## config.mk

```make
export PLATFORM = sky130hd
export DESIGN_NAME = eqseq_top
export DESIGN_NICKNAME = d
export VERILOG_FILES = /design/src/rtl/eqseq_pkg.sv /design/src/rtl/eqseq_gear_queue.sv /design/src/rtl/eqseq_field_lut.sv /design/src/rtl/eqseq_ctrl.sv /design/src/rtl/eqseq_top.sv
export SDC_FILE = /design/constraint.sdc
export NUM_CORES = 1
export LEC_CHECK = 0
export ABC_AREA = 1
export BUFFER_PORTS_ARGS = -buffer_cell sky130_fd_sc_hd__buf_4
export CAP_MARGIN = 20
export CORE_ASPECT_RATIO = 0.75
export CORE_MARGIN = 3
export CORE_UTILIZATION = 48
export CTS_CLUSTER_SIZE = 25
export DETAILED_ROUTE_END_ITERATION = 8
export PLACE_DENSITY = 0.91
export SLEW_MARGIN = 5
export SYNTH_ARGS = -nofsm -noshare
export SYNTH_HDL_FRONTEND = slang
export SYNTH_HIERARCHICAL = 1
export SYNTH_SLANG_ARGS = --single-unit
```

## constraint.sdc

```tcl
create_clock -name clk -period 1.6 [get_ports clk]
set_input_delay 0.08 -clock clk [delete_from_list [all_inputs] [get_ports clk]]
set_output_delay 0.08 -clock clk [all_outputs]
set_load 0.005 [all_outputs]
```

## src/rtl/eqseq_pkg.sv

```systemverilog
package eqseq_pkg;

    typedef enum logic [2:0] {
        ST_START,
        ST_IDLE,
        ST_ISSUE,
        ST_WAIT,
        ST_END
    } seq_state_e;

    typedef enum logic [1:0] {
        LOOP_GAIN,
        LOOP_HF,
        LOOP_LF
    } loop_e;

    typedef enum logic {
        MODE_DFE = 1'b0,
        MODE_LPM = 1'b1
    } mode_e;

    localparam int NUM_LOOPS = 3;

endpackage

```

## src/rtl/eqseq_gear_queue.sv

```systemverilog
module eqseq_gear_queue #(
    parameter int NUM_GEARS = 4,
    localparam int IDX_W = (NUM_GEARS > 1) ? $clog2(NUM_GEARS) : 1
) (
    input  logic                 clk,
    input  logic                 rst_n,
    input  logic [NUM_GEARS-1:0] gear_i,
    input  logic                 take_i,
    input  logic [IDX_W-1:0]     take_idx_i,
    output logic                 any_o,
    output logic [IDX_W-1:0]     first_idx_o
);

    logic [NUM_GEARS-1:0] pend_d, pend_q;
    logic [NUM_GEARS-1:0] clr_mask;

    // one-hot clear mask for the gear being served
    always_comb begin
        clr_mask = '0;
        if (take_i) clr_mask[take_idx_i] = 1'b1;
        pend_d = (pend_q & ~clr_mask) | gear_i;
    end

    // lowest pending gear wins
    always_comb begin
        first_idx_o = '0;
        for (int i = NUM_GEARS - 1; i >= 0; i--) begin
            if (pend_q[i]) first_idx_o = IDX_W'(i);
        end
        any_o = |pend_q;
    end

    always_ff @(posedge clk or negedge rst_n) begin
        if (!rst_n) pend_q <= '0;
        else        pend_q <= pend_d;
    end

endmodule

```

## src/rtl/eqseq_field_lut.sv

```systemverilog
module eqseq_field_lut
    import eqseq_pkg::*;
#(
    parameter int NUM_GEARS = 4,
    parameter int ADDR_W    = 9,
    parameter int DATA_W    = 16,
    parameter int CODE_W    = 4,
    parameter logic [ADDR_W-1:0] GAIN_ADDR = 9'h04C,
    parameter int GAIN_LSB = 4,
    parameter logic [NUM_GEARS*CODE_W-1:0] GAIN_CODES = {4'd0, 4'd2, 4'd4, 4'd6},
    parameter logic [ADDR_W-1:0] HF_ADDR = 9'h062,
    parameter int HF_LSB = 0,
    parameter logic [NUM_GEARS*CODE_W-1:0] HF_CODES = {4'd0, 4'd2, 4'd3, 4'd4},
    parameter logic [ADDR_W-1:0] LF_ADDR = 9'h063,
    parameter int LF_LSB = 8,
    parameter logic [NUM_GEARS*CODE_W-1:0] LF_CODES = {4'd0, 4'd2, 4'd3, 4'd4},
    localparam int IDX_W = (NUM_GEARS > 1) ? $clog2(NUM_GEARS) : 1
) (
    input  loop_e              loop_i,
    input  logic [IDX_W-1:0]   gear_i,
    output logic [ADDR_W-1:0]  addr_o,
    output logic [DATA_W-1:0]  mask_o,
    output logic [DATA_W-1:0]  value_o
);

    localparam logic [DATA_W-1:0] FIELD_ONES = DATA_W'((1 << CODE_W) - 1);
    localparam logic [DATA_W-1:0] GAIN_MASK  = FIELD_ONES << GAIN_LSB;
    localparam logic [DATA_W-1:0] HF_MASK    = FIELD_ONES << HF_LSB;
    localparam logic [DATA_W-1:0] LF_MASK    = FIELD_ONES << LF_LSB;

    logic [DATA_W-1:0] gain_val [NUM_GEARS];
    logic [DATA_W-1:0] hf_val   [NUM_GEARS];
    logic [DATA_W-1:0] lf_val   [NUM_GEARS];

    // per-gear aligned field values
    for (genvar g = 0; g < NUM_GEARS; g++) begin : g_gear
        assign gain_val[g] = DATA_W'(GAIN_CODES[g*CODE_W +: CODE_W]) << GAIN_LSB;
        assign hf_val[g]   = DATA_W'(HF_CODES[g*CODE_W +: CODE_W]) << HF_LSB;
        assign lf_val[g]   = DATA_W'(LF_CODES[g*CODE_W +: CODE_W]) << LF_LSB;
    end

    always_comb begin
        case (loop_i)
            LOOP_HF: begin
                addr_o  = HF_ADDR;
                mask_o  = HF_MASK;
                value_o = hf_val[gear_i];
            end
            LOOP_LF: begin
                addr_o  = LF_ADDR;
                mask_o  = LF_MASK;
                value_o = lf_val[gear_i];
            end
            default: begin
                addr_o  = GAIN_ADDR;
                mask_o  = GAIN_MASK;
                value_o = gain_val[gear_i];
            end
        endcase
    end

endmodule

```

## src/rtl/eqseq_ctrl.sv

```systemverilog
module eqseq_ctrl
    import eqseq_pkg::*;
#(
    parameter int NUM_GEARS = 4,
    localparam int IDX_W = (NUM_GEARS > 1) ? $clog2(NUM_GEARS) : 1
) (
    input  logic             clk,
    input  logic             rst_n,
    input  logic             mode_i,
    input  logic             any_pend_i,
    input  logic [IDX_W-1:0] first_idx_i,
    input  logic             busy_i,
    input  logic             done_i,
    output logic             take_o,
    output logic             req_o,
    output loop_e            loop_o,
    output logic [IDX_W-1:0] gear_o,
    output logic             hold_gain_o,
    output logic             hold_hf_o,
    output logic             hold_lf_o
);

    localparam logic [IDX_W-1:0] LAST_GEAR = IDX_W'(NUM_GEARS - 1);

    typedef struct packed {
        seq_state_e       st;
        mode_e            mode;
        loop_e            loop;
        logic [IDX_W-1:0] gear;
        logic             hold_gain;
        logic             hold_hf;
        logic             hold_lf;
    } ctrl_t;

    localparam ctrl_t CTRL_RST = '{
        st: ST_START, mode: MODE_DFE, loop: LOOP_GAIN, gear: '0,
        hold_gain: 1'b0, hold_hf: 1'b0, hold_lf: 1'b0
    };

    ctrl_t ctl_d, ctl_q;
    logic  take_d, req_d;

    always_comb begin
        ctl_d  = ctl_q;
        take_d = 1'b0;
        req_d  = 1'b0;
        case (ctl_q.st)
            ST_START: begin
                ctl_d.mode = mode_e'(mode_i);
                if (mode_e'(mode_i) == MODE_DFE) begin
                    ctl_d.hold_hf = 1'b1;
                    ctl_d.hold_lf = 1'b1;
                end
                ctl_d.st = ST_IDLE;
            end
            ST_IDLE: begin
                if (any_pend_i) begin
                    take_d     = 1'b1;
                    ctl_d.gear = first_idx_i;
                    ctl_d.loop = (ctl_q.mode == MODE_LPM) ? LOOP_HF : LOOP_GAIN;
                    ctl_d.st   = ST_ISSUE;
                end
            end
            ST_ISSUE: begin
                if (!busy_i) begin
                    req_d    = 1'b1;
                    ctl_d.st = ST_WAIT;
                end
            end
            ST_WAIT: begin
                if (done_i) begin
                    if (ctl_q.mode == MODE_LPM && ctl_q.loop == LOOP_HF) begin
                        ctl_d.loop = LOOP_LF;
                        ctl_d.st   = ST_ISSUE;
                    end else if (ctl_q.gear == LAST_GEAR) begin
                        ctl_d.hold_gain = 1'b1;
                        ctl_d.hold_hf   = 1'b1;
                        ctl_d.hold_lf   = 1'b1;
                        ctl_d.st        = ST_END;
                    end else begin
                        ctl_d.st = ST_IDLE;
                    end
                end
            end
            ST_END: ctl_d.st = ST_END;
            default: ctl_d = CTRL_RST;
        endcase
    end

    always_ff @(posedge clk or negedge rst_n) begin
        if (!rst_n) ctl_q <= CTRL_RST;
        else        ctl_q <= ctl_d;
    end

    assign take_o      = take_d;
    assign req_o       = req_d;
    assign loop_o      = ctl_q.loop;
    assign gear_o      = ctl_q.gear;
    assign hold_gain_o = ctl_q.hold_gain;
    assign hold_hf_o   = ctl_q.hold_hf;
    assign hold_lf_o   = ctl_q.hold_lf;

endmodule

```

## src/rtl/eqseq_top.sv

```systemverilog
module eqseq_top
    import eqseq_pkg::*;
#(
    parameter int NUM_GEARS = 4,
    parameter int ADDR_W    = 9,
    parameter int DATA_W    = 16,
    parameter int CODE_W    = 4,
    parameter logic [ADDR_W-1:0] GAIN_ADDR = 9'h04C,
    parameter int GAIN_LSB = 4,
    parameter logic [NUM_GEARS*CODE_W-1:0] GAIN_CODES = {4'd0, 4'd2, 4'd4, 4'd6},
    parameter logic [ADDR_W-1:0] HF_ADDR = 9'h062,
    parameter int HF_LSB = 0,
    parameter logic [NUM_GEARS*CODE_W-1:0] HF_CODES = {4'd0, 4'd2, 4'd3, 4'd4},
    parameter logic [ADDR_W-1:0] LF_ADDR = 9'h063,
    parameter int LF_LSB = 8,
    parameter logic [NUM_GEARS*CODE_W-1:0] LF_CODES = {4'd0, 4'd2, 4'd3, 4'd4}
) (
    input  logic                 clk,
    input  logic                 rst_n,
    input  logic                 mode_i,
    input  logic [NUM_GEARS-1:0] gear_i,
    input  logic                 rmw_busy_i,
    input  logic                 rmw_done_i,
    output logic                 req_valid_o,
    output logic [ADDR_W-1:0]    req_addr_o,
    output logic [DATA_W-1:0]    req_mask_o,
    output logic [DATA_W-1:0]    req_value_o,
    output logic                 hold_gain_o,
    output logic                 hold_hf_o,
    output logic                 hold_lf_o
);

    localparam int IDX_W = (NUM_GEARS > 1) ? $clog2(NUM_GEARS) : 1;

    logic             any_pend;
    logic [IDX_W-1:0] first_idx;
    logic             take;
    loop_e            cur_loop;
    logic [IDX_W-1:0] cur_gear;

    eqseq_gear_queue #(.NUM_GEARS(NUM_GEARS)) u_queue (
        .clk        (clk),
        .rst_n      (rst_n),
        .gear_i     (gear_i),
        .take_i     (take),
        .take_idx_i (first_idx),
        .any_o      (any_pend),
        .first_idx_o(first_idx)
    );

    eqseq_ctrl #(.NUM_GEARS(NUM_GEARS)) u_ctrl (
        .clk        (clk),
        .rst_n      (rst_n),
        .mode_i     (mode_i),
        .any_pend_i (any_pend),
        .first_idx_i(first_idx),
        .busy_i     (rmw_busy_i),
        .done_i     (rmw_done_i),
        .take_o     (take),
        .req_o      (req_valid_o),
        .loop_o     (cur_loop),
        .gear_o     (cur_gear),
        .hold_gain_o(hold_gain_o),
        .hold_hf_o  (hold_hf_o),
        .hold_lf_o  (hold_lf_o)
    );

    eqseq_field_lut #(
        .NUM_GEARS (NUM_GEARS),
        .ADDR_W    (ADDR_W),
        .DATA_W    (DATA_W),
        .CODE_W    (CODE_W),
        .GAIN_ADDR (GAIN_ADDR),
        .GAIN_LSB  (GAIN_LSB),
        .GAIN_CODES(GAIN_CODES),
        .HF_ADDR   (HF_ADDR),
        .HF_LSB    (HF_LSB),
        .HF_CODES  (HF_CODES),
        .LF_ADDR   (LF_ADDR),
        .LF_LSB    (LF_LSB),
        .LF_CODES  (LF_CODES)
    ) u_lut (
        .loop_i (cur_loop),
        .gear_i (cur_gear),
        .addr_o (req_addr_o),
        .mask_o (req_mask_o),
        .value_o(req_value_o)
    );

endmodule

```

==> results.sh <==
export IMPL_clk_latency_ns=0.27
export IMPL_grt_max_degree=15
export IMPL_crit_fanout=13
export IMPL_io_buffer_count=37
export IMPL_overflow=0
export IMPL_dp_hpwl_um=1982
export IMPL_viasPerCell=4.469
export IMPL_crit_chain="ha_4 > inv_2 > nor2_2 > buf_4"
export IMPL_grt_pass1_vias=866
export IMPL_yosys_area_top_type="dfrtp_1"
export IMPL_vias=1068
export IMPL_netlist_area_um2=1274
export IMPL_p_per_area_nw_per_um2=1727
export IMPL_crit_type="flop to primary output"
export IMPL_ys_ff_latch=14
export IMPL_drtPass1Iterations=4
export IMPL_fin_cells=239
export IMPL_endpoint_kind="primary output"
export IMPL_fin_nets=223
export IMPL_drc=0
export IMPL_power_mw=2.543
export IMPL_fin_tns_setup_ns=0
export IMPL_critical_path_top_delay_family="flip-flops"
export IMPL_rsz0062_at_grt="no"
export IMPL_clock_path_buffers=2
export IMPL_critPathRequiredTime_ns=1.52
export IMPL_antenna_cells=0
export IMPL_ys_seq_area_share_pct=27.50
export IMPL_cts_buffers=3
export IMPL_ant_nets=0
export IMPL_cts_tree="yes"
export IMPL_initial_core_util_pct=53.02
export IMPL_post_synth_top_count_cell="nand2_1"
export IMPL_layout_drive_gt1_share_pct=29.27
export IMPL_antenna_found_initial=0
export IMPL_synth_top_area_share_pct=27.50
export IMPL_grt_pass1_wl_um=3808
export IMPL_slowest_delay_ns=0.45
export IMPL_irDropWorstVdd_v=0.0007424
export IMPL_fin_crit_sh_pct=90.83
export IMPL_synth_edff_count=0
export IMPL_syn_inst=180
export IMPL_start_kind="flop"
export IMPL_die_h_um=50.61
export IMPL_first_iter_violations=42
export IMPL_wl_um=2429
export IMPL_p_leak_nw=0.8190
export IMPL_critical_path_buf_inv_count=2
export IMPL_reg2reg_slack_ns=0.19
export IMPL_post_cts_setup_buffers=0
export IMPL_setup_violations=0
export IMPL_wl_per_cell_um=10.16
export IMPL_skew_ns=0.003660
export IMPL_grt_total_usage_pct=14.79
export IMPL_synth_cell_type_count=24
export IMPL_numClockSinks=14
export IMPL_fmax_mhz=688.1
export IMPL_syn2layout_area_growth_pct=15.62
export IMPL_finalCriticalPeriod_ns=1.453
export IMPL_synth_commonest_cells="43 x nand2_1, 34 x buf_4, 18 x nor2_1"
export IMPL_min_path_type="input port to flop"
export IMPL_dieArea_um2=3314
export IMPL_htree_levels=1
export IMPL_place_inst=231
export IMPL_yosys_warnings=6
export IMPL_ioPinCount=54
export IMPL_clk_pin_slew_worst_paths_ns=0.08
export IMPL_core_area_um2=2402
export IMPL_die_w_um=65.48
export IMPL_synth_async_reset_ratio_pct=100.0
export IMPL_maxCapViolCount=0
export IMPL_rows=15
export IMPL_report_final_hold_viol_count=0
export IMPL_synth_ff_type="dfrtp_1"
export IMPL_critPathArrivalTime_ns=1.37
export IMPL_synth_area_leaders="dfrtp_1 28%, buf_4 20%, nand2_1 13%"
export IMPL_outcome="complete, no violations"
export IMPL_slew_viol_final=0
export IMPL_cts_root_buffer="clkbuf_4"
export IMPL_gp_congestion=0.8893
export IMPL_avgSynthCellArea_um2=7.076
export IMPL_critical_path_slowest_cell="dfrtp_1"
-- cell families (layout without fill, tap and decap cells) --
| family | Yosys count | after routing | synth area share [%] |
|---|---|---|---|
| AOI/OAI and AO/OA | 11 | 11 | 4.322 |
| adders and majority gates | 7 | 7 | 6.876 |
| buffers and inverters | 58 | 69 | 28.49 |
| DFF | 14 | 14 | 27.51 |
| other | 2 | 16 | 0.5896 |
| and+or+nand+nor | 88 | 88 | 32.22 |
-- cell type report --
| type | instances | area, um2 |
|---|---|---|
| multi-input combinational | 122 | 625.6 |
| tap | 34 | 42.54 |
| timing repair buffer | 43 | 335.3 |
| sequential | 14 | 350.3 |
| inverter | 23 | 96.34 |
| clock buffer | 3 | 22.52 |
| fill | 237 | 929.6 |
-- routing by layer --
layer | vias to the layer above | global-route usage, % | routed length [um]
li1 | 557 | - | -
met2 | 57 | 23.53 | 1011
met1 | 454 | 19.75 | 1098
met4 | 0 | 1.034 | 0
met5 | - | 0 | 0
met3 | 0 | 5.817 | 319
-- sequential cells by signal (all words and copies together), names as in the netlist --
register and count:
u_ctrl/ctl_q 4, u_ctrl/loop_o 2, u_ctrl/hold_gain_o 1, u_ctrl/hold_hf_o 1
u_queue/pend_q 4, u_ctrl/gear_o 2
-- repair_timing --
item / CTS / global route
endpoints found under the setup margin: 2 / 2
gates resized for setup: 1 / 1
pin swaps: 0 / 0
hold buffers: 5 / 0
endpoints found under the hold margin: 18 / 0
-- final timing paths --
check,startpoint,endpoint,cells past startpoint
min in group asynchronous,rst_n,u_ctrl/hold_gain_o,2
max reg2reg,u_ctrl/ctl_q[8],u_ctrl/hold_hf_o,7
min reg2reg,u_ctrl/hold_gain_o,u_ctrl/hold_gain_o,2
min,mode_i,u_ctrl/ctl_q[7],3
max,u_ctrl/loop_o[1],req_value_o[5],4
max in group asynchronous,rst_n,u_queue/pend_q[2],2
-- cell usage in the layout (no fill, tap or decap), types with 3 or more instances in the layout --
master / instances
conb_1: 16
dlygate4sd3_1: 5
dfrtp_1: 14
nand2_1: 43
clkbuf_4: 3
ha_1: 6
inv_1: 16
inv_2: 5
o21ai_0: 3
nand3_1: 12
nor2_1: 18
buf_4: 38
nor2_2: 4
o21ai_1: 6
-- power by group --
group | total, mW | switching (mW) | internal [mW] | leakage, nW
sequential | 0.613 | 0.148 | 0.466 | 0.165
clock | 0.194 | 0.107 | 0.0872 | 0.0138
combinational | 1.74 | 0.891 | 0.845 | 0.640
total | 2.54 | 1.15 | 1.40 | 0.819
-- per-stage QoR --
step / worst slack [ns] / hold WS (ns) / utilization [%] / instance area (um2)
3_3_place_gp: 0.2471 / -0.05932 / 57.76 / 1388
4_1_cts: 0.02204 / 0.04552 / 60.89 / 1463
3_5_place_dp: 0.2322 / -0.05745 / 57.76 / 1388
5_1_grt: 0.03090 / 0.06232 / 61.30 / 1473
6_report: 0.1467 / 0.05243 / 61.30 / 1473
2_1_floorplan: 0.2814 / -0.2156 / - / 1326
-- worst min-delay path: cells and delay by family --
kind	cells	cell delay (ns)
and+or+nand+nor	2	0.13
buffers and inverters	1	0.08
No activity file was read; power rests on OpenSTA's default activity.
